$ cat src/rtl/xps_pkg.sv
// Shared types for the X-capacitor probe sequencer.
// Assumes: probe level index equals the isel bit that the level drives.
package xps_pkg;
    localparam int NUM_LEVELS = 5;   // no current + four test levels

    typedef enum logic [2:0] {
        ST_IDLE   = 3'd0,
        ST_PROBE0 = 3'd1,
        ST_PROBE1 = 3'd2,
        ST_PROBE2 = 3'd3,
        ST_PROBE3 = 3'd4,
        ST_PROBE4 = 3'd5,
        ST_DRAIN  = 3'd6
    } xps_state_e;
endpackage

$ cat src/rtl/xps_slot_timer.sv
// Repeat-interval timer: pulses slot_go on the tick where its counter is 0,
// so the first pulse comes with the first tick after reset and then every
// SLOT_MS ticks. Assumes tick_ms is a single-cycle pulse.
module xps_slot_timer #(
    parameter int SLOT_MS = 700
) (
    input  logic clk,
    input  logic rst_n,
    input  logic tick_ms,
    output logic slot_go
);
    localparam int CW = (SLOT_MS > 1) ? $clog2(SLOT_MS) : 1;
    localparam logic [CW-1:0] LAST = CW'(SLOT_MS - 1);

    logic [CW-1:0] cnt;

    // Count ticks modulo SLOT_MS.
    always_ff @(posedge clk) begin
        if (!rst_n)
            cnt <= '0;
        else if (tick_ms)
            cnt <= (cnt == LAST) ? '0 : cnt + 1'b1;
    end

    // Slot pulse on the wrap position.
    assign slot_go = tick_ms && (cnt == '0);
endmodule

$ cat src/rtl/xps_dwell_timer.sv
// Step dwell timer: loaded with a tick count on entry to a phase, it counts
// ticks down and flags expire on the tick that ends the phase.
// Assumes load_val is nonzero whenever load is high.
module xps_dwell_timer #(
    parameter int W = 9
) (
    input  logic         clk,
    input  logic         rst_n,
    input  logic         tick_ms,
    input  logic         load,
    input  logic [W-1:0] load_val,
    output logic         expire
);
    logic [W-1:0] rem;

    // Load has priority over counting down.
    always_ff @(posedge clk) begin
        if (!rst_n)
            rem <= '0;
        else if (load)
            rem <= load_val;
        else if (tick_ms && rem != '0)
            rem <= rem - 1'b1;
    end

    // Last tick of the phase.
    assign expire = tick_ms && (rem == W'(1));

    assert_load_nonzero_R4: assert property (@(posedge clk) disable iff (!rst_n)
        load |-> (load_val != '0));
endmodule

$ cat src/rtl/xps_step_fsm.sv
// Phase sequencer: idle -> no-current window -> I1..I4 -> discharge.
// A comparator hit during any probe step ends the attempt with the line
// judged present. Slots that arrive while busy are dropped.
// Assumes slot_go and expire are single-cycle, tick-aligned pulses.
module xps_step_fsm
    import xps_pkg::*;
#(
    parameter int SLOT_MS = 700,
    parameter int STEP_MS = 12,
    parameter int LAST_MS = 36,
    parameter int DIS_MS  = 360,
    parameter int W       = 9
) (
    input  logic         clk,
    input  logic         rst_n,
    input  logic         tick_ms,
    input  logic         slot_go,
    input  logic         expire,
    input  logic         below_thr,
    output xps_state_e   state,
    output logic         load,
    output logic [W-1:0] load_val,
    output logic         ac_present
);
    localparam int GW = $clog2(SLOT_MS + 1);

    xps_state_e state_nx;
    logic       ac_set, ac_clr;
    logic       probing;

    assign probing = (state >= ST_PROBE0) && (state <= ST_PROBE4);

    // Next phase and dwell reload.
    always_comb begin
        state_nx = state;
        load     = 1'b0;
        load_val = '0;
        ac_set   = 1'b0;
        ac_clr   = 1'b0;
        unique case (state)
            ST_IDLE: begin
                if (slot_go) begin
                    state_nx = ST_PROBE0;
                    load     = 1'b1;
                    load_val = W'(STEP_MS);
                end
            end
            ST_PROBE0, ST_PROBE1, ST_PROBE2, ST_PROBE3: begin
                if (below_thr) begin
                    state_nx = ST_IDLE;
                    ac_set   = 1'b1;
                end else if (expire) begin
                    state_nx = xps_state_e'(state + 3'd1);
                    load     = 1'b1;
                    load_val = (state == ST_PROBE3) ? W'(LAST_MS) : W'(STEP_MS);
                end
            end
            ST_PROBE4: begin
                if (below_thr) begin
                    state_nx = ST_IDLE;
                    ac_set   = 1'b1;
                end else if (expire) begin
                    state_nx = ST_DRAIN;
                    load     = 1'b1;
                    load_val = W'(DIS_MS);
                    ac_clr   = 1'b1;
                end
            end
            ST_DRAIN: begin
                if (expire)
                    state_nx = ST_IDLE;
            end
            default: state_nx = ST_IDLE;
        endcase
    end

    // Phase register.
    always_ff @(posedge clk) begin
        if (!rst_n)
            state <= ST_IDLE;
        else
            state <= state_nx;
    end

    // Line-present verdict from the last completed attempt.
    always_ff @(posedge clk) begin
        if (!rst_n)
            ac_present <= 1'b0;
        else if (ac_set)
            ac_present <= 1'b1;
        else if (ac_clr)
            ac_present <= 1'b0;
    end

    // Checker state: ticks since the last attempt start (saturating).
    logic [GW-1:0] gap;
    logic          started;
    always_ff @(posedge clk) begin
        if (!rst_n) begin
            gap     <= '0;
            started <= 1'b0;
        end else if (state == ST_IDLE && state_nx == ST_PROBE0) begin
            gap     <= '0;
            started <= 1'b1;
        end else if (tick_ms && gap != GW'(SLOT_MS)) begin
            gap <= gap + 1'b1;
        end
    end

    assert_slot_gap_R2: assert property (@(posedge clk) disable iff (!rst_n)
        (state == ST_IDLE && state_nx == ST_PROBE0 && started) |-> (gap >= GW'(SLOT_MS - 1)));

    assert_hit_aborts_R5: assert property (@(posedge clk) disable iff (!rst_n)
        (probing && below_thr) |=> (state == ST_IDLE && ac_present));

    assert_idle_holds_R8: assert property (@(posedge clk) disable iff (!rst_n)
        (state == ST_IDLE && !slot_go) |=> (state == ST_IDLE));

    assert_drain_from_i4_R6: assert property (@(posedge clk) disable iff (!rst_n)
        (state != ST_DRAIN) |=> (state != ST_DRAIN || $past(state == ST_PROBE4)));
endmodule

$ cat src/rtl/xcap_probe_seq.sv
// Top of the X-capacitor probe sequencer. Wires the repeat-interval timer,
// the dwell timer and the phase sequencer, and decodes the phase into the
// one-hot current select and the discharge outputs.
// Assumes tick_ms is a one-cycle pulse at 1 ms and below_thr is synchronous.
module xcap_probe_seq
    import xps_pkg::*;
#(
    parameter int SLOT_MS = 700,
    parameter int STEP_MS = 12,
    parameter int LAST_MS = 36,
    parameter int DIS_MS  = 360
) (
    input  logic                  clk,
    input  logic                  rst_n,
    input  logic                  tick_ms,
    input  logic                  below_thr,
    output logic [NUM_LEVELS-1:0] isel,
    output logic                  dis_en,
    output logic                  ac_present,
    output logic                  dis_active
);
    localparam int MAX_A  = (STEP_MS > LAST_MS) ? STEP_MS : LAST_MS;
    localparam int MAX_MS = (MAX_A > DIS_MS) ? MAX_A : DIS_MS;
    localparam int W      = $clog2(MAX_MS + 1);

    logic         slot_go, expire, load;
    logic [W-1:0] load_val;
    xps_state_e   state;

    xps_slot_timer #(.SLOT_MS(SLOT_MS)) u_slot (
        .clk(clk), .rst_n(rst_n), .tick_ms(tick_ms), .slot_go(slot_go)
    );

    xps_dwell_timer #(.W(W)) u_dwell (
        .clk(clk), .rst_n(rst_n), .tick_ms(tick_ms),
        .load(load), .load_val(load_val), .expire(expire)
    );

    xps_step_fsm #(
        .SLOT_MS(SLOT_MS), .STEP_MS(STEP_MS), .LAST_MS(LAST_MS),
        .DIS_MS(DIS_MS), .W(W)
    ) u_fsm (
        .clk(clk), .rst_n(rst_n), .tick_ms(tick_ms), .slot_go(slot_go),
        .expire(expire), .below_thr(below_thr), .state(state),
        .load(load), .load_val(load_val), .ac_present(ac_present)
    );

    // Current levels 1..4 follow probe phases 1..4.
    for (genvar g = 1; g < NUM_LEVELS; g++) begin : g_lvl
        assign isel[g] = (state == xps_state_e'(int'(ST_PROBE0) + g));
    end
    // No-current select whenever no level is driven.
    assign isel[0] = ~|isel[NUM_LEVELS-1:1];

    assign dis_en     = (state == ST_DRAIN);
    assign dis_active = dis_en;

    assert_isel_onehot_R7: assert property (@(posedge clk) disable iff (!rst_n)
        $countones(isel) == 1);

    assert_off_in_drain_R6: assert property (@(posedge clk) disable iff (!rst_n)
        dis_en |-> (isel == NUM_LEVELS'(1)));

    assert_reset_idle_R1: assert property (@(posedge clk)
        !rst_n |=> (isel == NUM_LEVELS'(1) && !dis_en && !ac_present));
endmodule

$ cat config.mk
export PLATFORM = sky130hd
export DESIGN_NAME = xcap_probe_seq
export DESIGN_NICKNAME = d
export VERILOG_FILES = /design/src/rtl/xps_pkg.sv /design/src/rtl/xps_slot_timer.sv /design/src/rtl/xps_dwell_timer.sv /design/src/rtl/xps_step_fsm.sv /design/src/rtl/xcap_probe_seq.sv
export SDC_FILE = /design/constraint.sdc
export NUM_CORES = 1
export LEC_CHECK = 0
export BUFFER_PORTS_ARGS = -buffer_cell sky130_fd_sc_hd__buf_2
export CAP_MARGIN = 10
export CORE_MARGIN = 2
export CORE_UTILIZATION = 35
export CTS_CLUSTER_DIAMETER = 120
export DETAILED_ROUTE_END_ITERATION = 8
export MAX_ROUTING_LAYER = met4
export RECOVER_POWER = 100
export SKIP_CTS_REPAIR_TIMING = 1
export SYNTH_ARGS = -nofsm -noshare
export SYNTH_HDL_FRONTEND = slang
export SYNTH_HIERARCHICAL = 1
export SYNTH_SLANG_ARGS = --single-unit
$ cat constraint.sdc
create_clock -name clk -period 2.75 [get_ports clk]
set_input_delay 0.6875 -clock clk [delete_from_list [all_inputs] [get_ports clk]]
set_output_delay 0.6875 -clock clk [all_outputs]
set_load 0.1 [all_outputs]
### Word-level counts from Yosys, hierarchy flattened

Cells that the tools add are included.

* register bits after elaboration: 23
* output and inout bits: 8
* logic and storage cells: 58

* add/subtract/negate cells: 3
* equality and inequality tests: 12
* muxes and demuxes: 26
* reductions and logical operators: 13

Operators with widths (number)
* 9-bit two-way mux: 6
* 9-bit one-hot mux with 3 select lines: 1
* 3-bit two-way mux: 6
* 3-bit one-hot mux with 4 select lines: 1
* 10-bit by 1-bit adder with 10-bit output (second input constant): 1
* 10-bit == test (second input constant): 1
* 10-bit zero test: 1
* 10-bit two-way mux: 1
* 3-bit == test (second input constant): 3
* 9-bit by 1-bit == test with 1-bit output (second input constant): 1
* 9-bit nonzero test: 1
* 9-bit by 1-bit subtractor with 9-bit output (second input constant): 1
* 1-bit two-way mux: 8
* 4-bit OR reduction: 2
* 3-bit by 2-bit == test with 1-bit output (second input constant): 2
* 6-bit two-way mux: 1
* 5-bit OR reduction: 1
* 4-bit two-way mux: 1
* 4-bit AND reduction: 1
* 2-bit nonzero test: 2
* 3-bit by 1-bit adder with 3-bit output (second input constant): 1
* 3-bit by 1-bit == test with 1-bit output (second input constant): 1
* 1-bit logical AND: 3
* 3-bit zero test: 1
* other kinds (6): 6

### Logic depth before layout (Yosys ltp)

Gate-level depths: netlist of run 1.

* depth in word-level cells: 7
* depth in mapped cells: 10
* mapped depth without buffers: 10

### Modules after synthesis

Netlist of run 1, hierarchy kept.

By module, submodules not included
* xps_dwell_timer: times used 1, cells each 69, area an instance 564.3 um2, sequential area each 180.2 um2
* xps_slot_timer: times used 1, cells each 57, area an instance 529.3 um2, sequential area each 200.2 um2
* xps_step_fsm: times used 1, cells each 63, area an instance 473.0 um2, sequential area each 80.1 um2
* xcap_probe_seq: times used 1, cells each 7, area an instance 61.3 um2, sequential area each 0.0 um2

### Worst setup path after synthesis of run 1

Ideal clock, no wire load.

* path kind: reg2out
* from: reg u_fsm.state[2]
* to: out isel[3]
* arrival: 2.708 ns
* data required time: 2.062 ns
* slack: -0.646 ns
* stages on the path, launching flop included: 2
* path buffers: 0
* path through: dfxtp_1 -> nor3b_1

* word-level cells in the longest chain between the ends: 1

RTL lines
* from (decl): line xps_step_fsm.sv:20 `output xps_state_e state,`
* from (signal assigned): line xps_step_fsm.sv:82 `state <= state_nx;`
* 3-bit == test: line xcap_probe_seq.sv:50 `assign isel[g] = (state == xps_state_e'(int'(ST_PROBE0) + g));`
* to (decl): line xcap_probe_seq.sv:17 `output logic [NUM_LEVELS-1:0] isel,`

No other way between the ends.

### Worst setup path in the final report of run 1

* from: reg u_slot.cnt[0]
* to: reg u_dwell.rem[1]

* word-level cells in the longest chain between the ends: 5
* elaborated cells on any way between the ends: 6

RTL lines
* from (decl): line xps_slot_timer.sv:15 `logic [CW-1:0] cnt;`
* from (signal assigned): line xps_slot_timer.sv:22 `cnt <= (cnt == LAST) ? '0 : cnt + 1'b1;`
* 10-bit zero test *: line xps_slot_timer.sv:26 `assign slot_go = tick_ms && (cnt == '0);`
* 1-bit logical AND *: line xps_slot_timer.sv:26
* via slot_go: line xcap_probe_seq.sv:26 `logic slot_go, expire, load;`
* 1-bit two-way mux *: line xps_step_fsm.sv:42 `if (slot_go) begin`
* 1-bit one-hot mux with 2 select lines *: line xps_step_fsm.sv:40 `unique case (state)`
* via load: line xcap_probe_seq.sv:26
* 9-bit two-way mux / 2-bit nonzero test (equally long branches)
* to (signal assigned): line xps_dwell_timer.sv:21 `rem <= load_val;`
* to (signal assigned): line xps_dwell_timer.sv:23 `rem <= rem - 1'b1;`
* to (decl): line xps_dwell_timer.sv:14 `logic [W-1:0] rem;`

The timed path passes the listed nets; every way through them passes the cells marked *.
A chain may end at the register's enable or synchronous reset.

==> impl_metrics.py, run 1 <==
metrics = {
    "run_status": {
        "status": "completed",
    },
    "clock_tree": {
        "htreeDepth": 1,
        "cts_made_buffers": 3,
        "clk_pin_slew_ns": 0.08,
        "clock_sinks": 23,
        "clockRootBuffer": "clkbuf_8",
        "cts_tree": "done",
        "clock_path_buffers": 2,
        "clock_latency_ns": 0.26,
    },
    "routing": {
        "met2RoutedLength_um": 1510,
        "firstDrtPassIters": 4,
        "met3WireLength_um": 86,
        "wl_um": 3290,
        "drt_iter0_markers": 55,
        "via_per_inst": 5.14,
        "via_count": 1325,
        "wl_per_cell_um": 12.7,
        "drc": 0,
        "dr.max_layer_used": "met4",
        "ant_nets": 0,
        "wl_met1_um": 1650,
    },
    "layout": {
        "area_growth_pct": 6.38,
        "antenna_cells": 0,
        "final_cell_area_um2": 1730,
        "nets": 221,
        "drive_above_1_share": 0.170,
    },
    "timing": {
        "whs_ns": 0.498,
        "relSlewSlack": 0.139,
        "post-route-period-util": 0.895,
        "worst_pin_slew_ns": 1.28,
        "final-hold-violation-count": 0,
        "setup-tns-final_ns": 0,
        "fin_skew_ns": 0.00250,
        "period_needed_ns": 2.46,
        "setup_viol": 0,
        "slew_violations": 0,
        "max_freq_mhz": 407,
        "rsz0062_at_grt": "false",
    },
    "logic_synthesis": {
        "synth_edf_count": 0,
        "yosys-top-cells-count": "23 x dfxtp_1, 18 x o21ai_0, 14 x nor2_1, 13 x a21oi_1, 13 x nand2_1",
        "ys_seq_elements": 23,
        "ys.flop_type": "dfxtp_1",
        "synthDominantCellAreaShare": 0.283,
        "synth_top_area_cell": "dfxtp_1",
        "synth.area.top_cells": "dfxtp_1 28%, ha_1 7.7%, o21ai_0 5.5%",
        "seq_area_frac_synth": 0.283,
        "syn_inst": 196,
        "ys_warn_count": 6,
        "yosysMostFrequentCell": "dfxtp_1",
        "synth.distinct_cells": 50,
        "synth_area_um2": 1630,
        "syn_avg_cell_area_um2": 8.31,
        "synthArstFlopShare": 0,
    },
    "floorplanning": {
        "io_pins": 12,
        "die_h_um": 72.2,
        "start_util": 0.369,
        "num_rows": 24,
        "core-area_um2": 4410,
        "die-width_um": 72.2,
        "die-area_um2": 5210,
    },
    "placed_design": {
        "gp_congestion": 0.803,
        "hpwl_um": 2420,
        "postPlaceCellArea_um2": 1710,
        "portBuffers": 11,
    },
    "critical_path": {
        "arrival_ns": 2.62,
        "cp_slowest_cell": "or4b_2",
        "crit_fanout": 13,
        "worst-endpoint-required_ns": 2.91,
        "cp-end-kind": "flip-flop",
        "worst-path-buf-inv": 2,
        "path_cells": "inv_1, ha_1, or4b_2, nor4_1, nand3_1, o21ai_0, inv_1, nand2_1, o21a_1, o21ai_0",
        "slowest_delay_ns": 0.58,
        "r2r_slack_ns": 0.29,
        "crit_type": "reg -> reg",
        "worst_setup_path_start_kind": "flip-flop",
        "crit_family": "simple AND/OR/NAND/NOR gates",
    },
    "power": {
        "p_leak_nw": 0.664,
        "switchingPower_uw": 549,
        "power_frac_comb": 0.464,
        "switching_share": 0.425,
        "power_mw": 1.29,
        "power_density_nw_per_um2": 745,
        "pwr-share-clk": 0.161,
        "ir_worst_vdd_mv": 0.253,
        "pwr-share-seq": 0.375,
        "p_int_uw": 742,
    },
    "global_route": {
        "overflow": 0,
        "grt.total_usage": 0.151,
        "antenna_found_initial": 0,
        "grt_max_degree": 20,
        "grt_pass1_vias": 1306,
        "grt_first_pass_wirelength_um": 6070,
    },
    "worst_hold_path": {
        "hold_path.class": "reg -> reg",
    },
    "flow_run": {
        "maxCapViolCount": 0,
    },
}
-- area by class of cell --
class,count,area [um^2]
fillers,468,2680
multi-input cells,152,1030
flip-flops and latches,23,460
repair buffers,15,83.8
well taps,52,65.1
inverters,12,45.0
clock buffers,3,41.3
clock inverters,1,5.00
-- worst min-delay path: stages, from the launching register on --
cell and delay, ns:
dfxtp_1 0.32, o21ai_0 0.06, a21boi_0 0.07
-- cell usage in the layout, fill, tap and decap left out, drive strengths merged, types with 2 or more instances in the layout --
master / instances
nand3: 7
nor2b: 2
nand4b: 2
clkbuf: 11
o31ai: 2
nor3b: 2
nor2: 14
nor3: 4
a21oi: 14
o21ai: 23
or4: 2
nand2: 13
xor2: 3
mux2i: 4
a31oi: 3
or3: 7
nor4: 5
ha: 10
xnor2: 6
nand4: 5
conb: 4
buf: 7
dfxtp: 23
and3b: 3
nand2b: 4
inv: 12
-- power groups by stage --
stage,clock network (mW),logic (mW),registers (mW)
2_1_floorplan,0,0.484,0.495
3_3_place_gp,0,0.616,0.489
3_5_place_dp,0,0.618,0.492
4_1_cts,0.222,0.622,0.484
5_1_grt,0.238,0.688,0.500
6_report,0.208,0.599,0.484
-- sequential cells by signal, indices dropped and copies added, names as in the netlist --
signal and count:
u_dwell/rem 9, u_fsm/ac_present 1, u_fsm/state 3, u_slot/cnt 10
-- through the flow --
step            util  setup WS, ns  cells
2_1_floorplan      -        0.0915    199
3_3_place_gp   0.388         0.412    254
3_5_place_dp   0.388         0.320    254
4_1_cts        0.399         0.304    258
5_1_grt        0.392        0.0681    258
6_report       0.392         0.290    258
-- cell families after synthesis --
family                   Yosys count  synth area share
AND/OR/NAND/NOR                   73             0.274
flip-flops                        23             0.283
adder cells (fa/ha/maj)           10            0.0769
XOR/XNOR                           9            0.0484
buffers and inverters             24            0.0799
other                              1           0.00230
multiplexers                       4            0.0246
AO/OA/AOI/OAI                     52             0.211
-- metal layers --
metal,global-route usage,up-vias
met2,0.232,15
li1,-,719
met5,-,-
met4,0.0524,0
met1,0.194,586
met3,0.0361,5
-- path summary, 6_finish.rpt --
| path | end | cells past startpoint | start |
|---|---|---|---|
| max reg2reg | u_dwell/rem[1] | 10 | u_slot/cnt[0] |
| min reg2reg | u_fsm/ac_present | 2 | u_fsm/ac_present |
| max | u_dwell/rem[1] | 10 | u_slot/cnt[0] |
| min | u_fsm/ac_present | 2 | u_fsm/ac_present |
No activity file was read; power rests on OpenSTA's default activity.
==> run 2: changes to the inputs <==
--- a/config.mk
+++ b/config.mk
@@ -16,5 +16,4 @@
 export SKIP_CTS_REPAIR_TIMING = 1
 export SYNTH_ARGS = -nofsm -noshare
 export SYNTH_HDL_FRONTEND = slang
-export SYNTH_HIERARCHICAL = 1
 export SYNTH_SLANG_ARGS = --single-unit
==> impl_metrics.py, run 2 <==
metrics = {
    "run_status": {
        "status": "completed",
    },
    "floorplanning": {
        "die-width_um": 69.1,
        "start_util": 0.369,
        "io_pins": 12,
        "core-area_um2": 4030,
        "num_rows": 23,
        "die-area_um2": 4780,
        "die_h_um": 69.1,
    },
    "logic_synthesis": {
        "synth_top_area_cell": "dfxtp_1",
        "ys.flop_type": "dfxtp_1",
        "syn_inst": 183,
        "synth.distinct_cells": 43,
        "yosysMostFrequentCell": "nor2_1",
        "ys_seq_elements": 23,
        "yosys-top-cells-count": "26 x nor2_1, 23 x dfxtp_1, 18 x inv_1, 14 x nand2_1",
        "synth.area.top_cells": "dfxtp_1 31%, ha_1 8.4%, nor2_1 6.6%",
        "syn_avg_cell_area_um2": 8.12,
        "seq_area_frac_synth": 0.310,
        "synth_edf_count": 0,
        "synthDominantCellAreaShare": 0.310,
        "synth_area_um2": 1490,
        "ys_warn_count": 0,
        "synthArstFlopShare": 0,
        "syn-num-nets": 197,
    },
    "global_route": {
        "grt_first_pass_wirelength_um": 5180,
        "antenna_found_initial": 0,
        "grt.total_usage": 0.134,
        "overflow": 0,
        "grt_pass1_vias": 1117,
        "grt_max_degree": 17,
    },
    "timing": {
        "period_needed_ns": 2.56,
        "fin_skew_ns": 0.00492,
        "slew_violations": 0,
        "worst_pin_slew_ns": 1.16,
        "post-route-period-util": 0.930,
        "setup_viol": 0,
        "relSlewSlack": 0.233,
        "fin_ws_ns": 0.193,
        "rsz0062_at_grt": "false",
        "final-hold-violation-count": 0,
        "max_freq_mhz": 391,
    },
    "critical_path": {
        "slowest_delay_ns": 0.46,
        "arrival_ns": 1.87,
        "crit_type": "reg -> out",
        "crit_family": "flip-flops",
        "cp_slowest_cell": "dfxtp_1",
        "worst-path-buf-inv": 2,
        "cp-end-kind": "output pin",
        "crit_fanout": 6,
        "path_cells": "inv_1, ha_1, nor2b_2, nor4_4, clkbuf_4",
        "worst-endpoint-required_ns": 2.06,
        "worst_setup_path_start_kind": "flip-flop",
    },
    "layout": {
        "n_fill_cell": 420,
        "top_regs": "u_slot.cnt (10), u_dwell.rem (9), u_fsm.state (3)",
        "area_growth_pct": 11.4,
        "regArea_um2": 462,
        "antenna_cells": 0,
        "drive_above_1_share": 0.135,
        "nets": 208,
        "final_cell_mix": "26 x nor2_1, 22 x dfxtp_1, 16 x inv_1, 13 x nand2_1, 10 x nand4_1",
        "multi_input_area_um2": 951,
        "regMostFlops": "u_slot.cnt",
        "final_cell_area_um2": 1650,
        "largest_reg_flops": 10,
        "mostFrequentLayoutCell": "nor2_1",
    },
    "flow_run": {
        "maxCapViolCount": 0,
    },
    "routing": {
        "wl_per_cell_um": 12.5,
        "via_per_inst": 5.16,
        "firstDrtPassIters": 4,
        "drc": 0,
        "drt_iter0_markers": 56,
        "wl_um": 3040,
        "ant_nets": 0,
        "via_count": 1253,
    },
    "power": {
        "p_leak_nw": 0.626,
        "power_density_nw_per_um2": 781,
        "power_mw": 1.29,
        "ir_worst_vdd_mv": 0.283,
    },
    "clock_tree": {
        "cts_made_buffers": 3,
        "cts_tree": "done",
        "clock_path_buffers": 2,
        "clock_latency_ns": 0.27,
        "htreeDepth": 1,
        "clockRootBuffer": "clkbuf_8",
        "clock_sinks": 23,
        "clk_pin_slew_ns": 0.09,
    },
    "worst_hold_path": {
        "hold_path.class": "reg -> reg",
    },
    "placed_design": {
        "portBuffers": 11,
        "gp_congestion": 0.833,
        "hpwl_um": 2250,
        "postPlaceCellArea_um2": 1620,
        "place_ws_ns": 0.408,
    },
}
==> run 2: changes by cell type in the layout (fill, tap and decap cells not counted), sizes merged, moves of 5 or more <==
cell and delta:
nand4 +5, nor2 +12, o21ai -16, inv +5
a21oi -8, or3 -5
==> run 2: stage by stage <==
step | instances | hold slack, ns | setup TNS [ns] | util
global placement | 239 | 0.517 | 0 | 0.403
floorplan | 183 | 0.482 | -0.137 | -
CTS | 243 | 0.524 | 0 | 0.415
global route | 243 | 0.556 | 0 | 0.411
detailed placement | 239 | 0.511 | 0 | 0.403
finish | 243 | 0.516 | 0 | 0.411
==> run 2: routing by layer <==
| metal | track usage | wire length, um | vias to the layer above | part of all wire |
|---|---|---|---|---|
| met2 | 0.191 | 1320 | 23 | 0.44 |
| met5 | - | 0 | - | 0 |
| li1 | - | - | 656 | - |
| met4 | 0.0588 | 51 | 0 | 0.017 |
| met3 | 0.0175 | 79 | 5 | 0.026 |
| met1 | 0.187 | 1580 | 569 | 0.52 |
==> run 2: worst reg2reg max path, stage by stage, from the launching register on <==
cell       delay (ns)
dfxtp_1          0.46
inv_1            0.10
ha_1             0.28
nor2b_2          0.20
or4_1            0.61
a22oi_1          0.40
a2bb2oi_1        0.11
o221a_1          0.24
==> run 2: worst paths after layout <==
kind / start / cells after the start / end / slack, ns
worst max register to register: u_fsm.state[0] / 7 / u_dwell.rem[6] / 0.25
worst min-delay path: u_dwell.rem[2] / 2 / u_dwell.rem[2] / 0.52
worst max-delay path: u_fsm.state[0] / 5 / isel[0] / 0.19
worst min register to register: u_dwell.rem[2] / 2 / u_dwell.rem[2] / 0.52
==> run 2: final cells by class <==
| cell class | count | share of cell area |
|---|---|---|
| Tap cell | 50 | 0.0378 |
| Timing Repair Buffer | 12 | 0.0356 |
| Inverter | 18 | 0.0431 |
| Clock inverter | 1 | 0.00454 |
| Clock buffer | 3 | 0.0250 |
| Sequential cell | 23 | 0.279 |
| Multi-Input combinational cell | 136 | 0.575 |
==> run 2: cell families after synthesis <==
| logic type | share of synthesized area |
|---|---|
| simple gates | 0.284 |
| compound gates | 0.177 |
| buf+inv | 0.0674 |
| flops | 0.310 |
| xor+xnor | 0.0708 |
| fa+ha+maj | 0.0842 |
| mux | 0.00674 |
==> run 2: where the power goes <==
group | total, mW | switching, mW | internal [mW]
registers | 0.461 | 0.0712 | 0.390
logic | 0.612 | 0.361 | 0.251
clock network | 0.219 | 0.116 | 0.103
